===== src/rtl/updn_pkg.sv =====
package updn_pkg;

   typedef enum logic [1:0] {
      EDGE_OFF  = 2'b00,
      EDGE_RISE = 2'b01,
      EDGE_FALL = 2'b10,
      EDGE_ANY  = 2'b11
   } edge_sel_e;

   typedef enum logic [1:0] {
      STEP_HOLD = 2'b00,
      STEP_INC  = 2'b01,
      STEP_DEC  = 2'b10
   } step_e;

   localparam int unsigned MODE_W_DEF     = 3;
   localparam logic [2:0]  MODE_PULSE_DEF = 3'b101;
   localparam logic [2:0]  MODE_QUAD_DEF  = 3'b110;

endpackage


===== src/rtl/updn_sync_edge.sv =====
module updn_sync_edge
   import updn_pkg::*;
#(
   parameter int unsigned STAGES = 2
) (
   input  logic       clk_i,
   input  logic       rst_ni,
   input  logic       raw_i,
   input  logic [1:0] sel_i,
   output logic       level_o,
   output logic       edge_o
);

   if (STAGES < 2) begin : g_bad_stages
      $error("updn_sync_edge: STAGES must be at least 2");
   end

   logic [STAGES-1:0] chain_q;
   logic              prev_q;
   logic              rise, fall;

   always_ff @(posedge clk_i or negedge rst_ni) begin
      if (!rst_ni) begin
         chain_q <= '0;
         prev_q  <= 1'b0;
      end else begin
         chain_q <= {chain_q[STAGES-2:0], raw_i};
         prev_q  <= chain_q[STAGES-1];
      end
   end

   assign level_o = chain_q[STAGES-1];
   assign rise    = level_o & ~prev_q;
   assign fall    = ~level_o & prev_q;

   always_comb begin
      unique case (edge_sel_e'(sel_i))
         EDGE_RISE: edge_o = rise;
         EDGE_FALL: edge_o = fall;
         EDGE_ANY:  edge_o = rise | fall;
         default:   edge_o = 1'b0;
      endcase
   end


   edge_needs_change_chk: assert property (@(posedge clk_i) disable iff (!rst_ni)
      edge_o |-> (level_o != $past(level_o)));

endmodule


===== src/rtl/updn_step_dec.sv =====
module updn_step_dec
   import updn_pkg::*;
#(
   parameter int unsigned       MODE_W     = MODE_W_DEF,
   parameter logic [MODE_W-1:0] MODE_PULSE = MODE_PULSE_DEF,
   parameter logic [MODE_W-1:0] MODE_QUAD  = MODE_QUAD_DEF
) (
   input  logic [MODE_W-1:0] mode_i,
   input  logic              edge_a_i,
   input  logic              edge_b_i,
   input  logic              lvl_b_i,
   output step_e             step_o
);

   if (MODE_PULSE == MODE_QUAD) begin : g_bad_modes
      $error("updn_step_dec: mode codes must differ");
   end

   step_e pulse_step, quad_step;

   always_comb begin
      unique case ({edge_a_i, edge_b_i})
         2'b10:   pulse_step = STEP_INC;
         2'b01:   pulse_step = STEP_DEC;
         default: pulse_step = STEP_HOLD;
      endcase
   end

   always_comb begin
      if (!edge_a_i)    quad_step = STEP_HOLD;
      else if (lvl_b_i) quad_step = STEP_INC;
      else              quad_step = STEP_DEC;
   end

   always_comb begin
      if (mode_i == MODE_PULSE)     step_o = pulse_step;
      else if (mode_i == MODE_QUAD) step_o = quad_step;
      else                          step_o = STEP_HOLD;
   end

endmodule


===== src/rtl/updn_count_reg.sv =====
module updn_count_reg
   import updn_pkg::*;
#(
   parameter int unsigned CNT_W = 16
) (
   input  logic             clk_i,
   input  logic             rst_ni,
   input  logic             clr_i,
   input  logic             en_i,
   input  step_e            step_i,
   output logic [CNT_W-1:0] cnt_o
);

   if (CNT_W < 2) begin : g_bad_width
      $error("updn_count_reg: CNT_W must be at least 2");
   end

   localparam logic [CNT_W-1:0] ONE  = CNT_W'(1);
   localparam logic [CNT_W-1:0] FULL = '1;

   logic [CNT_W-1:0] cnt_q, cnt_d;

   always_comb begin
      cnt_d = cnt_q;
      if (clr_i) begin
         cnt_d = '0;
      end else if (en_i) begin
         unique case (step_i)
            STEP_INC: cnt_d = cnt_q + ONE;
            STEP_DEC: cnt_d = cnt_q - ONE;
            default:  cnt_d = cnt_q;
         endcase
      end
   end

   always_ff @(posedge clk_i or negedge rst_ni) begin
      if (!rst_ni) cnt_q <= '0;
      else         cnt_q <= cnt_d;
   end

   assign cnt_o = cnt_q;


   clear_wins_chk: assert property (@(posedge clk_i) disable iff (!rst_ni)
      clr_i |=> (cnt_q == '0));


   disabled_hold_chk: assert property (@(posedge clk_i) disable iff (!rst_ni)
      (!en_i && !clr_i) |=> $stable(cnt_q));


   wrap_up_chk: assert property (@(posedge clk_i) disable iff (!rst_ni)
      (!clr_i && en_i && step_i == STEP_INC && cnt_q == FULL) |=> (cnt_q == '0));


   wrap_down_chk: assert property (@(posedge clk_i) disable iff (!rst_ni)
      (!clr_i && en_i && step_i == STEP_DEC && cnt_q == '0) |=> (cnt_q == FULL));

endmodule


===== src/rtl/updn_event_ctr.sv =====
module updn_event_ctr
   import updn_pkg::*;
#(
   parameter int unsigned       CNT_W       = 16,
   parameter int unsigned       SYNC_STAGES = 2,
   parameter int unsigned       MODE_W      = MODE_W_DEF,
   parameter logic [MODE_W-1:0] MODE_PULSE  = MODE_PULSE_DEF,
   parameter logic [MODE_W-1:0] MODE_QUAD   = MODE_QUAD_DEF
) (
   input  logic              clk_i,
   input  logic              rst_ni,
   input  logic              en_i,
   input  logic              clr_i,
   input  logic [MODE_W-1:0] mode_i,
   input  logic [1:0]        sel_a_i,
   input  logic [1:0]        sel_b_i,
   input  logic              evt_a_i,
   input  logic              evt_b_i,
   output logic [CNT_W-1:0]  count_o
);

   localparam int unsigned N_LINES = 2;
   localparam int unsigned IDX_A   = 0;
   localparam int unsigned IDX_B   = 1;

   logic [N_LINES-1:0]   raw_vec, lvl_vec, edge_vec;
   logic [2*N_LINES-1:0] sel_vec;
   logic                 unused_lvl_a;
   step_e                step;

   assign raw_vec      = {evt_b_i, evt_a_i};
   assign sel_vec      = {sel_b_i, sel_a_i};
   assign unused_lvl_a = lvl_vec[IDX_A];

   for (genvar li = 0; li < N_LINES; li++) begin : g_line
      updn_sync_edge #(
         .STAGES (SYNC_STAGES)
      ) u_sync (
         .clk_i   (clk_i),
         .rst_ni  (rst_ni),
         .raw_i   (raw_vec[li]),
         .sel_i   (sel_vec[2*li +: 2]),
         .level_o (lvl_vec[li]),
         .edge_o  (edge_vec[li])
      );
   end

   updn_step_dec #(
      .MODE_W     (MODE_W),
      .MODE_PULSE (MODE_PULSE),
      .MODE_QUAD  (MODE_QUAD)
   ) u_dec (
      .mode_i   (mode_i),
      .edge_a_i (edge_vec[IDX_A]),
      .edge_b_i (edge_vec[IDX_B]),
      .lvl_b_i  (lvl_vec[IDX_B]),
      .step_o   (step)
   );

   updn_count_reg #(
      .CNT_W (CNT_W)
   ) u_cnt (
      .clk_i  (clk_i),
      .rst_ni (rst_ni),
      .clr_i  (clr_i),
      .en_i   (en_i),
      .step_i (step),
      .cnt_o  (count_o)
   );


   cancel_hold_chk: assert property (@(posedge clk_i) disable iff (!rst_ni)
      (mode_i == MODE_PULSE && edge_vec[IDX_A] && edge_vec[IDX_B] && !clr_i)
      |=> $stable(count_o));


   single_step_chk: assert property (@(posedge clk_i) disable iff (!rst_ni)
      (mode_i == MODE_PULSE && en_i && !clr_i && edge_vec[IDX_A] && !edge_vec[IDX_B])
      |=> (count_o == $past(count_o) + CNT_W'(1)));


   quad_b_only_chk: assert property (@(posedge clk_i) disable iff (!rst_ni)
      (mode_i == MODE_QUAD && !edge_vec[IDX_A] && !clr_i) |=> $stable(count_o));


   quad_dir_chk: assert property (@(posedge clk_i) disable iff (!rst_ni)
      (mode_i == MODE_QUAD && en_i && !clr_i && edge_vec[IDX_A] && !lvl_vec[IDX_B])
      |=> (count_o == $past(count_o) - CNT_W'(1)));


   other_mode_hold_chk: assert property (@(posedge clk_i) disable iff (!rst_ni)
      (mode_i != MODE_PULSE && mode_i != MODE_QUAD && !clr_i) |=> $stable(count_o));

endmodule


===== config.mk =====
export PLATFORM = sky130hd
export DESIGN_NAME = updn_event_ctr
export DESIGN_NICKNAME = d
export VERILOG_FILES = /design/src/rtl/updn_pkg.sv /design/src/rtl/updn_sync_edge.sv /design/src/rtl/updn_step_dec.sv /design/src/rtl/updn_count_reg.sv /design/src/rtl/updn_event_ctr.sv
export SDC_FILE = /design/constraint.sdc
export NUM_CORES = 1
export LEC_CHECK = 0
export ABC_AREA = 1
export ABC_CLOCK_PERIOD_IN_PS = 5900
export CAP_MARGIN = 20
export CORE_MARGIN = 4
export CORE_UTILIZATION = 40
export DETAILED_ROUTE_END_ITERATION = 8
export DONT_BUFFER_PORTS = 1
export GPL_ROUTABILITY_DRIVEN = 0
export PLACE_DENSITY_LB_ADDON = 0.05
export SLEW_MARGIN = 25
export SYNTH_ARGS = -nofsm -noshare
export SYNTH_HDL_FRONTEND = slang
export SYNTH_HIERARCHICAL = 1
export SYNTH_SLANG_ARGS = --single-unit
export TNS_END_PERCENT = 5

===== constraint.sdc =====
create_clock -name clk_i -period 5.9 [get_ports clk_i]
set_clock_uncertainty 0.05 [all_clocks]
set_input_delay 0.295 -clock clk_i [delete_from_list [all_inputs] [get_ports clk_i]]
set_output_delay 0.295 -clock clk_i [all_outputs]
set_load 0.05 [all_outputs]

==> impl_metrics.tcl, run 1 <==
set metrics [dict create \
    wl_per_cell_um 13.18 \
    initial_core_util_pct 42.42 \
    cts.sinks 22 \
    setup.worst_path.class "flop to flop" \
    grt_start_max_net_pins 23 \
    nNetsFinal 325 \
    finalMaxSlewViolations 0 \
    p_leak_nw 1.047 \
    drt_iter0_markers 136 \
    hpwlAfterDp_um 3570 \
    dieHeight_um 76.89 \
    viasPerCell 5.056 \
    cts_tree "built" \
    slew_headroom_pct 60.32 \
    antenna_found_initial 0 \
    reg2reg_slack_ns 2.80 \
    root_buffer "clkbuf_8" \
    die_w_um 76.89 \
    drc 0 \
    grt_pass1_vias 1682 \
    cts_hold_buf 3 \
    finalHoldViolCount 0 \
    grt_overflow 0 \
    start_kind "flop" \
    avgSynthCellArea_sq_um 6.327 \
    yosysSeqAreaShare_pct 29.00 \
    io_buffers 0 \
    cts_setup_buffers 0 \
    io_pins 29 \
    critPathLaunch "g_line[0].u_sync/chain_q[1]" \
    synth_top_area_share_pct 29.00 \
    utilization_pct 45.41 \
    postSynthNetCount 320 \
    ys_warn_count 6 \
    drt_wl_total_um 4692 \
    ys_ff_latch 22 \
    post-route-period-util_pct 52.60 \
    drive_above_1_share_pct 10.53 \
    synth.area.top_cells "dfrtp_1 (29%), nand2_1 (18%), nand3_1 (9.8%)" \
    tns_ns 0 \
    worstSkewPairLatency_ns 0.27 \
    max_cap_viol_count 0 \
    row_count 24 \
    post_dp_cell_area_sq_um 1926 \
    worstMarginPinSlew_ns 0.5952 \
    netlist_area_sq_um 1898 \
    r2r_end "u_cnt/cnt_o[12]" \
    final_cells 356 \
    run_status "finished, final reports clean" \
    rsz0062_at_grt "no" \
    cts_buffer_depth 2 \
    max_freq_ghz 0.3223 \
    cp.required_ns 6.02 \
    cp_max_fo 21 \
    critical_path.endpoint_type "flop" \
    vias 1800 \
    area_delta_synth_final_pct 7.053 \
    arrival_ns 3.22 \
    cts_made_buffers 3 \
    path_clk_slew_ns 0.09 \
    final_area_sq_um 2032 \
    die_area_sq_um 5911 \
    yosys.cell_types.count 27 \
    ant_nets 0 \
    synthCells 300 \
    ir_drop_v 0.00008282 \
    hold_class "input port to flop" \
    period_needed_ns 3.103 \
    grt_use_total_pct 16.84 \
    grt_pass1_wl_um 8162 \
    setup_viol 0 \
    dp_cells 348 \
    synth_top_area_cell "dfrtp_1" \
    crit_path_end "u_cnt/cnt_o[12]" \
    htreeDepth 1 \
    p_per_area_nw_per_um2 165.8 \
    n_antenna_cell 0 \
    timing.rr.start "g_line[0].u_sync/chain_q[1]" \
    coreArea_sq_um 4474 \
    dr.pass1.iters 5 \
    r2r_cells 23 \
    cts-resized-gates 0 \
]
synthesized netlist by cell type:
master,instances
a21oi_1,16
nor2_4,1
o21bai_2,1
nor2_2,3
inv_2,2
o21ai_0,17
nand2_4,4
nand3b_1,2
and2_1,3
xnor2_1,1
clkinv_1,1
o21bai_1,3
buf_8,1
ha_1,7
clkbuf_1,1
nor2_1,16
buf_6,1
inv_1,48
or2_2,1
nand2_2,15
nand3_1,37
o22ai_1,1
dfrtp_1,22
buf_4,1
nand2_1,93
a41oi_1,1
o21ai_1,1
worst max-delay path, stage by stage (launching register included):
cell      delay, ns
dfrtp_1        0.38
inv_1          0.05
ha_1           0.28
inv_1          0.05
nand3_1        0.06
nand3_1        0.14
inv_1          0.07
nor2_1         0.09
nand2_1        0.06
nand2_1        0.19
nand2_2        0.30
nand2_1        0.18
nand2_1        0.08
inv_1          0.06
ha_1           0.13
inv_1          0.04
nand2_1        0.09
inv_1          0.07
o21bai_2       0.23
nand3_1        0.13
nand2_1        0.09
nand2_1        0.04
nand3_1        0.07
nand2_1        0.06
worst min-delay path by stage:
stage	from	end	slack (ns)	cells past startpoint
after floorplan	rst_ni	g_line[0].u_sync/chain_q[0]	-0.05	0
after global placement	rst_ni	g_line[0].u_sync/chain_q[0]	-0.05	0
after detailed placement	rst_ni	g_line[0].u_sync/chain_q[0]	-0.05	0
after CTS	clr_i	u_cnt/cnt_o[10]	0.21	3
after global routing	clr_i	u_cnt/cnt_o[9]	0.22	3
final	clr_i	u_cnt/cnt_o[9]	0.21	3
per-stage QoR:
| step | hold slack, ns | power (mW) | setup WS [ns] |
|---|---|---|---|
| floorplan | -0.05059 | 0.1820 | 3.312 |
| global placement | -0.05010 | 0.1866 | 2.826 |
| detailed placement | -0.05000 | 0.1867 | 2.815 |
| CTS | 0.2131 | 0.3420 | 2.793 |
| global route | 0.2231 | 0.3570 | 2.329 |
| finish | 0.2127 | 0.3369 | 2.797 |
layout make-up:
cell class / instances / area (sq um)
fill: 465 / 2442
sequential: 22 / 550.5
multi-input combinational: 223 / 1119
inverter: 51 / 191.4
clock inverter: 1 / 30.03
clock buffer: 3 / 41.29
tap: 52 / 65.06
timing repair buffer: 4 / 35.03
per-layer routing:
| layer | wire, um | part of all wire, % | vias up | GRT usage [%] |
|---|---|---|---|---|
| met5 | 0 | 0 | - | 0 |
| met4 | 43 | 0.92 | 0 | 4.348 |
| met3 | 266 | 5.7 | 4 | 3.162 |
| met2 | 1970 | 42 | 35 | 24.56 |
| met1 | 2412 | 51 | 813 | 25.16 |
| li1 | - | - | 948 | - |
cells by family (layout without fill, tap and decap cells):
family | after synthesis | after routing | synth area share (%)
xor gates and xnor gates | 1 | 1 | 0.4615
adders and majority gates | 7 | 7 | 4.614
AOI/OAI and AO/OA | 40 | 40 | 11.54
and+or+nand+nor | 175 | 175 | 42.32
DFF | 22 | 22 | 29.00
buffers and inverters | 55 | 59 | 12.06
state kept, by name, summed over array words and instances, names as in the netlist:
name	count
g_line.u_sync/prev_q	2
u_cnt/cnt_o	16
g_line.u_sync/chain_q	4
power breakdown:
part,total (mW),internal (mW),switching [mW],leakage [nW]
logic,0.0313,0.00934,0.0219,0.718
clock network,0.149,0.0908,0.0578,0.0357
registers,0.157,0.153,0.00381,0.293
total,0.337,0.253,0.0836,1.05
cell usage in the layout, fill, tap and decap left out:
master and count:
nand2_2 15, nor2_4 1, o22ai_1 1, bufinv_16 1
and2_1 3, o21ai_1 1, clkinv_1 1, o21ai_0 17
nor2_2 3, nand3_1 37, nor2_1 16, nand2_4 4
dfrtp_1 22, xnor2_1 1, o21bai_2 1, clkbuf_8 3
nand2_1 93, dlygate4sd3_1 3, buf_2 1, inv_2 2
ha_1 7, a41oi_1 1, nand3b_1 2, a21oi_1 16
o21bai_1 3, inv_1 48, or2_2 1
Power figures use the tool's default switching activity.
==> run 2, diff against run 1 <==
--- a/config.mk
+++ b/config.mk
@@ -5,8 +5,8 @@
 export SDC_FILE = /design/constraint.sdc
 export NUM_CORES = 1
 export LEC_CHECK = 0
-export ABC_AREA = 1
-export ABC_CLOCK_PERIOD_IN_PS = 5900
+export ABC_AREA = 0
+export ABC_CLOCK_PERIOD_IN_PS = 3000
 export CAP_MARGIN = 20
 export CORE_MARGIN = 4
 export CORE_UTILIZATION = 40
==> constraint.sdc (replaced) <==
create_clock -name clk_i -period 3 [get_ports clk_i]
set_clock_uncertainty 0.05 [all_clocks]
set_input_delay 0.15 -clock clk_i [delete_from_list [all_inputs] [get_ports clk_i]]
set_output_delay 0.15 -clock clk_i [all_outputs]
set_load 0.05 [all_outputs]
==> run 2 against run 1 <==
The run now ends with negative hold slack, negative setup slack left. Register-to-register slack got worse by 3.2 ns. Highest routed layer unchanged. Final area grew 14%. First-iteration DRC count fell by 26%. Sequential power increased by 98%. Core utilization increased by 11 points. Critical endpoint unchanged. Largest power group unchanged. Fmax decreased by 8.6%. Critical path depth fell by 7. Flip-flop and latch count is the same. Clock power grew 94%. Cell count shrank 16%.
==> impl_metrics.tcl, run 2 <==
set metrics [dict create \
    run_status "finished, violations left" \
    failed_checks "negative hold slack, negative setup slack" \
    viasPerCell 5.936 \
    post-route-period-util_pct 113.2 \
    grt_overflow 0 \
    die_area_sq_um 5498 \
    min_to "u_cnt/cnt_o[12]" \
    nFillCells 379 \
    seqPwrFrac_pct 46.0 \
    grt_use_total_pct 19.58 \
    slowest_delay_ns 0.39 \
    fin_ws_ns -0.3960 \
    synth_top_area_share_pct 31.45 \
    p_per_area_nw_per_um2 292.4 \
    io_pins 29 \
    arrival_ns 3.55 \
    drive_above_1_share_pct 32.13 \
    synthArstFlopShare_pct 100.0 \
    postSynthNetCount 234 \
    max_cap_viol_count 0 \
    synthCells 214 \
    cts_tree "built" \
    layout_common_cells "buf_4 (41), dfrtp_1 (22), nand2_1 (20)" \
    area_delta_synth_final_pct 32.17 \
    yosys.cell_types.count 45 \
    post_dp_cell_area_sq_um 2092 \
    slowest_stage "or3b_1" \
    power.switching_uw 160.4 \
    r2r_end "u_cnt/cnt_o[12]" \
    root_buffer "clkbuf_8" \
    initial_core_util_pct 42.54 \
    p_clk_share_pct 42.8 \
    wl_per_cell_um 17.20 \
    start_kind "flop" \
    synth_most_common_cell "dfrtp_1" \
    coreArea_sq_um 4115 \
    ys_warn_count 6 \
    netlist_area_sq_um 1750 \
    worstMarginPinSlew_ns 0.5956 \
    setup_viol 8 \
    rsz0062_at_grt "yes" \
    hold_depth 1 \
    cp_max_fo 4 \
    dp_cells 290 \
    intPower_uw 516.1 \
    drc 0 \
    finalHoldViolCount 12 \
    ir_drop_v 0.0002597 \
    dieHeight_um 74.15 \
    final_cells 299 \
    final_common_cell "buf_4" \
    hold_class "input port to flop" \
    synthTopCellsByCount "dfrtp_1 (22), nand2_1 (20), nor2_1 (18), a21oi_1 (16)" \
    drt_iter0_markers 101 \
    worstSkewPairLatency_ns 0.27 \
    htreeDepth 1 \
    hold_ws_ns -0.1132 \
    path_clk_slew_ns 0.09 \
    worstHoldStart "clr_i" \
    slew_headroom_pct 60.30 \
    max_freq_ghz 0.2945 \
    reg2reg_slack_ns -0.40 \
    grt_pass1_vias 1683 \
    setup.worst_path.class "flop to flop" \
    cpLargestDelayFamily "simple AND/OR/NAND/NOR gates" \
    grt_start_max_net_pins 23 \
    p_leak_nw 0.9624 \
    cts.sinks 22 \
    dr.pass1.iters 4 \
    antenna_found_initial 0 \
    synth_top_area_cell "dfrtp_1" \
    swShare_pct 23.71 \
    io_buffers 0 \
    power.combinational.fraction_pct 11.2 \
    row_count 23 \
    crit_chain "inv_1, ha_1, nor2b_1, o21ai_1, o21ai_1, or3b_1, a21oi_2, nand2b_4, xnor2_4, ha_4, nor3_4, o21ba_4, a211oi_2, mux2_4, or3_4, a21oi_2" \
    vias 1775 \
    avgSynthCellArea_sq_um 8.180 \
    ys_ff_latch 22 \
    path_buf_inv 1 \
    ant_nets 0 \
    yosysSeqAreaShare_pct 31.45 \
    period_needed_ns 3.396 \
    cts_made_buffers 3 \
    hpwlAfterDp_um 3795 \
    synth.area.top_cells "dfrtp_1 (31%), ha_1 (5.0%), a21oi_1 (4.6%)" \
    synth_edf_count 0 \
    n_antenna_cell 0 \
    die_w_um 74.15 \
    final_area_sq_um 2313 \
    finalMaxSlewViolations 0 \
    cts_buffer_depth 2 \
    drt_wl_total_um 5144 \
    grt_pass1_wl_um 8259 \
    critical_path.endpoint_type "flop" \
    nNetsFinal 270 \
    cp.required_ns 3.16 \
    timing.rr.start "g_line[1].u_sync/chain_q[1]" \
    r2r_cells 16 \
    largest_reg_flops 16 \
    yosys_most_used_dff "dfrtp_1" \
    tns_ns -1.528 \
]
run 2: cell types whose count changed in the layout (fill, tap and decap cells not counted), moves of 7 or more:
cell and delta:
inv_1 -43, nand2_2 -15, nor2b_1 +8, o21ai_0 -10, nand3_1 -32, a21oi_2 +7
nand2_1 -73, buf_4 +41, nor3_1 +9
run 2: power by group through the flow:
stage	registers (mW)	clock network [mW]	logic, mW
finish	0.311	0.289	0.0760
floorplan	0.318	0	0.0434
global placement	0.316	0	0.0588
CTS	0.311	0.296	0.0742
detailed placement	0.317	0	0.0606
global route	0.312	0.308	0.0841
run 2: worst max path at each step:
stage               cells after the start  slack (ns)         endpoint                        start
CTS                                    15       -0.40  u_cnt/cnt_o[12]  g_line[1].u_sync/chain_q[1]
floorplan                              18       -0.45  u_cnt/cnt_o[12]  g_line[1].u_sync/chain_q[1]
global placement                       14       -0.38  u_cnt/cnt_o[12]  g_line[0].u_sync/chain_q[1]
detailed placement                     14       -0.45  u_cnt/cnt_o[12]  g_line[0].u_sync/chain_q[1]
finish                                 16       -0.40  u_cnt/cnt_o[12]  g_line[1].u_sync/chain_q[1]
global route                           14       -0.55  u_cnt/cnt_o[12]  g_line[0].u_sync/chain_q[1]
run 2: cell type report:
type	instances	area, sq um	share of cell area (%)
Multi-Input combinational cell	171	1252	54.14
Sequential cell	22	550.5	23.80
Timing Repair Buffer	46	354.1	15.31
Tap cell	50	62.56	2.704
Clock buffer	3	41.29	1.785
Clock inverter	1	30.03	1.298
Inverter	6	22.52	0.9735
run 2: kinds of logic after synthesis:
logic type	count (synthesis)	share of synthesized area (%)
xor gates and xnor gates	9	4.503
AOI/OAI and AO/OA	48	16.66
and+or+nand+nor	103	33.88
buffers and inverters	21	5.932
muxes	4	2.573
DFF	22	31.45
adders and majority gates	7	5.003
run 2: per-stage QoR:
stage	power (mW)	setup WS, ns	util [%]
final	0.6764	-0.3960	56.22
after CTS	0.6811	-0.4009	55.18
after global routing	0.7039	-0.5537	56.22
after detailed placement	0.3775	-0.4475	50.84
after floorplan	0.3614	-0.4501	-
after global placement	0.3751	-0.3816	50.84
run 2: what timing repair did:
item,CTS,global route
setup endpoints to repair,9,14
hold endpoints to repair,36,34
buffers inserted,1,0
pin swaps,6,5
hold buffers,3,1
gates resized for setup,13,12
run 2: per-layer routing:
| layer | up-vias | track usage (%) | part of all wire [%] |
|---|---|---|---|
| met2 | 55 | 33.17 | 47 |
| met5 | - | 0 | 0 |
| met3 | 4 | 3.919 | 7.0 |
| met1 | 869 | 25.91 | 45 |
| li1 | 847 | - | - |
| met4 | 0 | 4.024 | 0.74 |
